--- config.mk ---
export PLATFORM = sky130hd
export DESIGN_NAME = smbus_seq
export DESIGN_NICKNAME = d
export VERILOG_FILES = /design/src/rtl/smbus_seq_pkg.sv /design/src/rtl/smbus_len_dec.sv /design/src/rtl/smbus_wdog.sv /design/src/rtl/smbus_seq.sv
export SDC_FILE = /design/constraint.sdc
export NUM_CORES = 1
export LEC_CHECK = 0
export BUFFER_PORTS_ARGS = -buffer_cell sky130_fd_sc_hd__buf_2
export CAP_MARGIN = 20
export CORE_MARGIN = 2
export CORE_UTILIZATION = 35
export CTS_BUF_LIST = sky130_fd_sc_hd__clkbuf_8
export DETAILED_ROUTE_END_ITERATION = 10
export PLACE_DENSITY = 0.63
export SLEW_MARGIN = 20
export SYNTH_ARGS = -nofsm -noshare
export SYNTH_HDL_FRONTEND = slang
export SYNTH_HIERARCHICAL = 1
export SYNTH_SLANG_ARGS = --single-unit
--- constraint.sdc ---
create_clock -name clk -period 2.4 [get_ports clk]
set_clock_uncertainty 0.15 [all_clocks]
set_input_delay 0.12 -clock clk [delete_from_list [all_inputs] [get_ports clk]]
set_output_delay 0.12 -clock clk [all_outputs]
set_load 0.1 [all_outputs]
--- src/rtl/smbus_seq_pkg.sv ---
package smbus_seq_pkg;

    typedef enum logic [2:0] {
        XT_QUICK = 3'd0,
        XT_BYTE  = 3'd1,
        XT_BDATA = 3'd2,
        XT_WORD  = 3'd3,
        XT_BLOCK = 3'd4
    } xtype_e;

    typedef enum logic [1:0] {
        RES_OK    = 2'd0,
        RES_NODEV = 2'd1,
        RES_IOERR = 2'd2,
        RES_INVAL = 2'd3
    } res_e;

    typedef enum logic [3:0] {
        S_IDLE, S_ADDR, S_CMD, S_RSTART, S_QUICK, S_RFIRST,
        S_READ, S_WRITE, S_FETCH, S_RECOV, S_DONE
    } st_e;

    // recovery step codes, issued in this order
    typedef enum logic [2:0] {
        RCV_ENG_OFF   = 3'd0,
        RCV_DIVIDER   = 3'd1,
        RCV_CTL_CLR   = 3'd2,
        RCV_SLV_OFF   = 3'd3,
        RCV_ENG_ON    = 3'd4,
        RCV_STOP      = 3'd5,
        RCV_FLAGS_CLR = 3'd6
    } rcv_e;

    localparam int RCV_STEPS = 7;

endpackage

--- src/rtl/smbus_len_dec.sv ---
module smbus_len_dec #(
    parameter int LEN_W = 8
) (
    input  logic [2:0]       xtype,
    input  logic [LEN_W-1:0] blk_len,
    output logic [LEN_W-1:0] len,
    output logic             has_cmd
);
    import smbus_seq_pkg::*;

    always_comb begin
        len     = '0;
        has_cmd = 1'b0;
        unique case (xtype)
            XT_QUICK: len = '0;
            XT_BYTE:  len = LEN_W'(1);
            XT_BDATA: begin len = LEN_W'(1); has_cmd = 1'b1; end
            XT_WORD:  begin len = LEN_W'(2); has_cmd = 1'b1; end
            XT_BLOCK: begin len = blk_len;   has_cmd = 1'b1; end
            default:  len = '0;
        endcase
    end
endmodule

--- src/rtl/smbus_wdog.sv ---
module smbus_wdog #(
    parameter int TMO_CYC = 1_000_000
) (
    input  logic clk,
    input  logic rst_n,
    input  logic arm,
    input  logic kick,
    output logic expire
);
    localparam int CW = $clog2(TMO_CYC + 1);

    logic [CW-1:0] cnt_q;

    assign expire = arm && !kick && (cnt_q == CW'(TMO_CYC - 1));

    always_ff @(posedge clk or negedge rst_n) begin
        if (!rst_n)
            cnt_q <= '0;
        else if (!arm || kick || expire)
            cnt_q <= '0;
        else
            cnt_q <= cnt_q + 1'b1;
    end
endmodule

--- src/rtl/smbus_seq.sv ---
module smbus_seq #(
    parameter int LEN_W   = 8,
    parameter int TMO_CYC = 1_000_000
) (
    input  logic             clk,
    input  logic             rst_n,
    input  logic             go,
    input  logic [6:0]       tgt_addr,
    input  logic             rd,
    input  logic [7:0]       cmd,
    input  logic [2:0]       xtype,
    input  logic [LEN_W-1:0] blk_len,
    input  logic [7:0]       tx_data,
    input  logic             tx_valid,
    output logic             tx_ready,
    output logic [7:0]       rx_data,
    output logic             rx_valid,
    output logic             eng_start,
    output logic             eng_stop,
    output logic             eng_wr,
    output logic [7:0]       eng_wbyte,
    output logic             eng_rd,
    output logic             eng_nack,
    input  logic             ev_done,
    input  logic [7:0]       ev_rbyte,
    input  logic             ev_nack,
    input  logic             ev_berr,
    input  logic             ev_master,
    output logic             rcv_valid,
    output logic [2:0]       rcv_op,
    output logic             done,
    output logic [1:0]       result,
    output logic             busy,
    output logic             spurious
);
    import smbus_seq_pkg::*;

    localparam logic [LEN_W-1:0] ONE = LEN_W'(1);
    localparam logic [LEN_W-1:0] TWO = LEN_W'(2);

    st_e              st_q, st_d;
    logic [LEN_W-1:0] len_q, len_d;
    res_e             res_q, res_d;
    logic [2:0]       step_q, step_d;
    logic [6:0]       addr_q;
    logic [7:0]       cmd_q;
    logic             rd_q, spur_q;

    logic [LEN_W-1:0] dec_len;
    logic             dec_cmd;
    logic             wait_st, ev_any, tmo_exp;
    logic             err_ev, nack_ev, ok_ev, go_ok, go_bad;

    smbus_len_dec #(.LEN_W(LEN_W)) len_dec_i (
        .xtype   (xtype),
        .blk_len (blk_len),
        .len     (dec_len),
        .has_cmd (dec_cmd)
    );

    smbus_wdog #(.TMO_CYC(TMO_CYC)) wdog_i (
        .clk    (clk),
        .rst_n  (rst_n),
        .arm    (wait_st),
        .kick   (ev_any),
        .expire (tmo_exp)
    );

    assign ev_any  = ev_done | ev_nack | ev_berr;
    assign wait_st = st_q inside {S_ADDR, S_CMD, S_RSTART, S_QUICK,
                                  S_RFIRST, S_READ, S_WRITE};
    assign err_ev  = wait_st && (tmo_exp || (ev_any && (ev_berr || !ev_master)));
    assign nack_ev = wait_st && ev_any && !ev_berr && ev_master && ev_nack;
    assign ok_ev   = wait_st && ev_any && !ev_berr && ev_master && !ev_nack;
    assign go_ok   = (st_q == S_IDLE) && go && !(rd && dec_len == '0);
    assign go_bad  = (st_q == S_IDLE) && go &&  (rd && dec_len == '0);

    // state and data registers
    always_ff @(posedge clk or negedge rst_n) begin
        if (!rst_n) begin
            st_q   <= S_IDLE;
            len_q  <= '0;
            res_q  <= RES_OK;
            step_q <= '0;
            addr_q <= '0;
            cmd_q  <= '0;
            rd_q   <= 1'b0;
            spur_q <= 1'b0;
        end else begin
            st_q   <= st_d;
            len_q  <= len_d;
            res_q  <= res_d;
            step_q <= step_d;
            spur_q <= spur_q | ((st_q == S_IDLE) && ev_any);
            if (st_q == S_IDLE && go) begin
                addr_q <= tgt_addr;
                cmd_q  <= cmd;
                rd_q   <= rd;
            end
        end
    end

    // next state
    always_comb begin
        st_d   = st_q;
        len_d  = len_q;
        res_d  = res_q;
        step_d = step_q;
        if (err_ev) begin
            st_d   = S_RECOV;
            res_d  = RES_IOERR;
            step_d = '0;
        end else if (nack_ev) begin
            st_d  = S_DONE;
            res_d = RES_NODEV;
        end else begin
            unique case (st_q)
                S_IDLE: begin
                    len_d = dec_len;
                    if (go_bad) begin
                        st_d  = S_DONE;
                        res_d = RES_INVAL;
                    end else if (go_ok) begin
                        st_d = dec_cmd ? S_ADDR : S_QUICK;
                    end
                end
                S_ADDR:   if (ok_ev) st_d = S_CMD;
                S_CMD:    if (ok_ev) st_d = rd_q ? S_RSTART : S_WRITE;
                S_RSTART: if (ok_ev) st_d = S_RFIRST;
                S_QUICK:  if (ok_ev) st_d = rd_q ? S_RFIRST : S_WRITE;
                S_RFIRST: if (ok_ev) st_d = S_READ;
                S_READ: if (ok_ev) begin
                    if (len_q == ONE) begin
                        st_d  = S_DONE;
                        res_d = RES_OK;
                    end else begin
                        len_d = len_q - ONE;
                    end
                end
                S_WRITE: if (ok_ev) begin
                    if (len_q == '0) begin
                        st_d  = S_DONE;
                        res_d = RES_OK;
                    end else begin
                        st_d = S_FETCH;
                    end
                end
                S_FETCH: if (tx_valid) begin
                    len_d = len_q - ONE;
                    st_d  = S_WRITE;
                end
                S_RECOV: begin
                    step_d = step_q + 3'd1;
                    if (step_q == 3'(RCV_STEPS - 1)) st_d = S_DONE;
                end
                S_DONE:  st_d = S_IDLE;
                default: st_d = S_IDLE;
            endcase
        end
    end

    // outputs
    always_comb begin
        eng_start = go_ok;
        eng_stop  = nack_ev;
        eng_wr    = 1'b0;
        eng_wbyte = '0;
        eng_rd    = 1'b0;
        eng_nack  = 1'b0;
        tx_ready  = 1'b0;
        rx_valid  = 1'b0;
        if (ok_ev) begin
            unique case (st_q)
                S_ADDR:   begin eng_wr = 1'b1; eng_wbyte = {addr_q, 1'b0}; end
                S_CMD:    begin eng_wr = 1'b1; eng_wbyte = cmd_q; end
                S_RSTART: begin
                    eng_start = 1'b1;
                    eng_wr    = 1'b1;
                    eng_wbyte = {addr_q, 1'b1};
                end
                S_QUICK:  begin eng_wr = 1'b1; eng_wbyte = {addr_q, rd_q}; end
                S_RFIRST: begin eng_rd = 1'b1; eng_nack = (len_q == ONE); end
                S_READ: begin
                    rx_valid = 1'b1;
                    if (len_q == ONE) eng_stop = 1'b1;
                    else begin eng_rd = 1'b1; eng_nack = (len_q == TWO); end
                end
                S_WRITE:  eng_stop = (len_q == '0);
                default:  ;
            endcase
        end
        if (st_q == S_FETCH) begin
            tx_ready = 1'b1;
            if (tx_valid) begin
                eng_wr    = 1'b1;
                eng_wbyte = tx_data;
            end
        end
    end

    assign rx_data   = ev_rbyte;
    assign rcv_valid = (st_q == S_RECOV);
    assign rcv_op    = step_q;
    assign done      = (st_q == S_DONE);
    assign result    = res_q;
    assign busy      = (st_q != S_IDLE);
    assign spurious  = spur_q;

endmodule

==> flow_metrics.tcl <==
set metrics [dict create \
    clk_pin_slew_worst_paths_ns 0.10 \
    postSynthAreaPerCell_um2 8.96 \
    grt_max_degree 54 \
    muxShareOfSynthArea_pct 5.54 \
    drt_iter0_markers 151 \
    vias 3524 \
    worst-path-max-fanout 2 \
    syn_inst 406 \
    setup_viol 9 \
    cts_made_buffers 5 \
    die_h_um 106 \
    hpwl_um 7610 \
    synth.distinct_cells 72 \
    gp_congestion 0.923 \
    layout_common_cells "54 x dfrtp_1, 53 x buf_2, 48 x buf_4" \
    violations "setup timing" \
    synth_edf_count 0 \
    row_count 37 \
    syn2layout_area_growth_pct 41.0 \
    grt_usage_pct 18.4 \
    grt_pass1_vias 3465 \
    drc 0 \
    slew_viol_final 0 \
    fmax_mhz 400 \
    clockBufferDepth 2 \
    tritoncts "done" \
    irDropWorstVdd_uv 439 \
    yosysSeqAreaShare_pct 37.1 \
    fin_crit_ns 2.50 \
    grt_pass1_wl_um 16800 \
    start_util_pct 35.6 \
    finalHoldViolations 0 \
    p_per_area_mw_per_mm2 1070 \
    place_ws_ns -0.139 \
    rsz0062_at_grt "true" \
    ys_ff_latch 54 \
    vias_per_cell 5.34 \
    fin_ws_ns -0.102 \
    worstSkewPairLatency_ns 0.32 \
    synth_top_family_by_area "simple AND/OR/NAND/NOR gates" \
    die_area_mm2 0.0112 \
    syn_nets 463 \
    synth-compound-area-share_pct 17.9 \
    port_buffers 66 \
    status "complete, but fails checks" \
    synthAdderAreaFrac_pct 2.06 \
    cap_violations 0 \
    syn_area_mm2 0.00364 \
    fin_hold_ws_ns 0.0834 \
    totalWireLength_um 10400 \
    yosys.area_share.xor_xnor_pct 3.37 \
    yosys_warnings 6 \
    ios 83 \
    drtPass1Iterations 4 \
    diodes 0 \
    post_drt_wl_per_cell_um 15.7 \
    crit_path_end_kind "output port" \
    die_x_um 106 \
    maxSlewHeadroom_pct 50.1 \
    hp-class "input pin to register" \
    gr-total-overflow 0 \
    critPathArrivalTime_ns 2.23 \
    coreArea_mm2 0.0102 \
    drive_gt1_share_pct 40.6 \
    dp.cells 628 \
    cts_root_buf "clkbuf_8" \
    htreeDepth 2 \
    utilization_pct 50.1 \
    timing.final.crit_share_pct 104 \
    synth-async-reset-ratio_pct 100 \
    yosys_most_used_dff "dfrtp_1" \
    clock-sinks 54 \
    startpoint_type "register" \
    mostFrequentLayoutCell "dfrtp_1" \
    ant_nets 0 \
    tightest_slew_ns 0.743 \
    antenna_found_initial 0 \
    fin_nets 580 \
    leakage_nw 2.20 \
    required_ns 2.13 \
    worstSetupPathType "register to output port" \
    synthSimpleGateAreaFrac_pct 27.6 \
    final_cell_count_no_fill 660 \
]
-- kinds of logic (layout without fill, tap and decap cells) --
group | count (synthesis) | in the layout
AO/OA/AOI/OAI | 97 | 97
XOR/XNOR | 14 | 14
adder cells (fa/ha/maj) | 6 | 6
buffers and inverters | 40 | 158
flip-flops | 54 | 54
multiplexers | 18 | 18
AND/OR/NAND/NOR | 177 | 177
-- synth_stat cells, drive strengths merged, types with 3 or more instances --
cell type,n,area share [%]
clkbuf,6,0.62
mux2,17,5.3
and3,4,0.69
a31oi,3,0.52
a22oi,8,1.7
and4,4,1.0
nor4,5,1.0
nand2,44,4.6
a21oi,23,3.2
o2bb2ai,3,0.72
nand3,12,2.1
and2,9,1.8
nor2b,4,0.69
nor3,5,0.69
buf,22,4.5
o21ai,30,4.2
or4,3,0.62
dfrtp,54,37
a22o,4,1.0
o22ai,3,0.52
nor3b,5,1.3
inv,12,1.2
o31ai,6,1.6
or3,8,1.5
nor4b,4,1.4
ha,6,2.1
nor2,44,4.7
xor2,12,2.9
nand4,10,1.7
nand2b,6,1.0
-- where the power goes --
| group | internal [mW] | switching [mW] | total [mW] |
|---|---|---|---|
| Clock | 0.216 | 0.332 | 0.548 |
| Sequential | 1.18 | 0.224 | 1.40 |
| Combinational | 1.39 | 2.13 | 3.51 |
-- layout make-up --
type	count	area, um2
multi-input cells	312	2310
clock inverters	3	26.3
flip-flops and latches	54	1350
inverters	12	45.0
clock buffers	5	68.8
well taps	136	170
repair buffers	138	1150
fillers	938	5100
-- per-stage QoR --
step	total power, mW	setup TNS, ns	area [um2]
floorplan	3.64	-6.80	3760
global placement	4.44	-0.411	4620
detailed placement	4.49	-0.782	4620
CTS	5.24	-0.173	5000
global route	5.78	-1.37	5130
finish	5.46	-0.356	5130
-- layer usage --
metal	vias up	GRT usage, %	share of wire, %
li1	1701	-	-
met1	1702	23.9	44
met2	108	31.4	49
met3	13	3.56	5.5
met4	0	4.70	1.1
met5	-	0	0
-- sequential cells by signal (all words and copies together) (netlist names) --
signal        count
rd_q              1
st_q              4
rcv_op            3
addr_q            7
spurious          1
len_q             8
cmd_q             8
wdog_i/cnt_q     20
result            2
-- worst paths after layout --
path | endpoint | cells past startpoint | slack (ns) | from
min | len_q[0] | 4 | 0.08 | blk_len[0]
min reg2reg | spurious | 1 | 0.31 | spurious
max | eng_stop | 8 | -0.10 | len_q[6]
max reg2reg | len_q[4] | 11 | -0.07 | st_q[2]
max in group asynchronous | addr_q[2] | 3 | 1.47 | rst_n
min in group asynchronous | addr_q[4] | 3 | 0.16 | rst_n
-- critical path, cell delays in order, from the launching register on --
cell and delay (ns):
dfrtp_1 0.42, nor4_4 0.35, nand2_1 0.13, nor4_2 0.26, buf_4 0.17, nor2_2 0.03
nor4b_2 0.22, buf_4 0.17, buf_12 0.16
-- repair_timing --
action	in CTS	in global routing
hold buffers	18	0
endpoints found under the setup margin	14	23
hold endpoints to repair	70	0
setup buffers	6	2
gates resized for setup	12	30
pin swaps	7	5
Note: power is estimated with default switching activity, not from simulation.
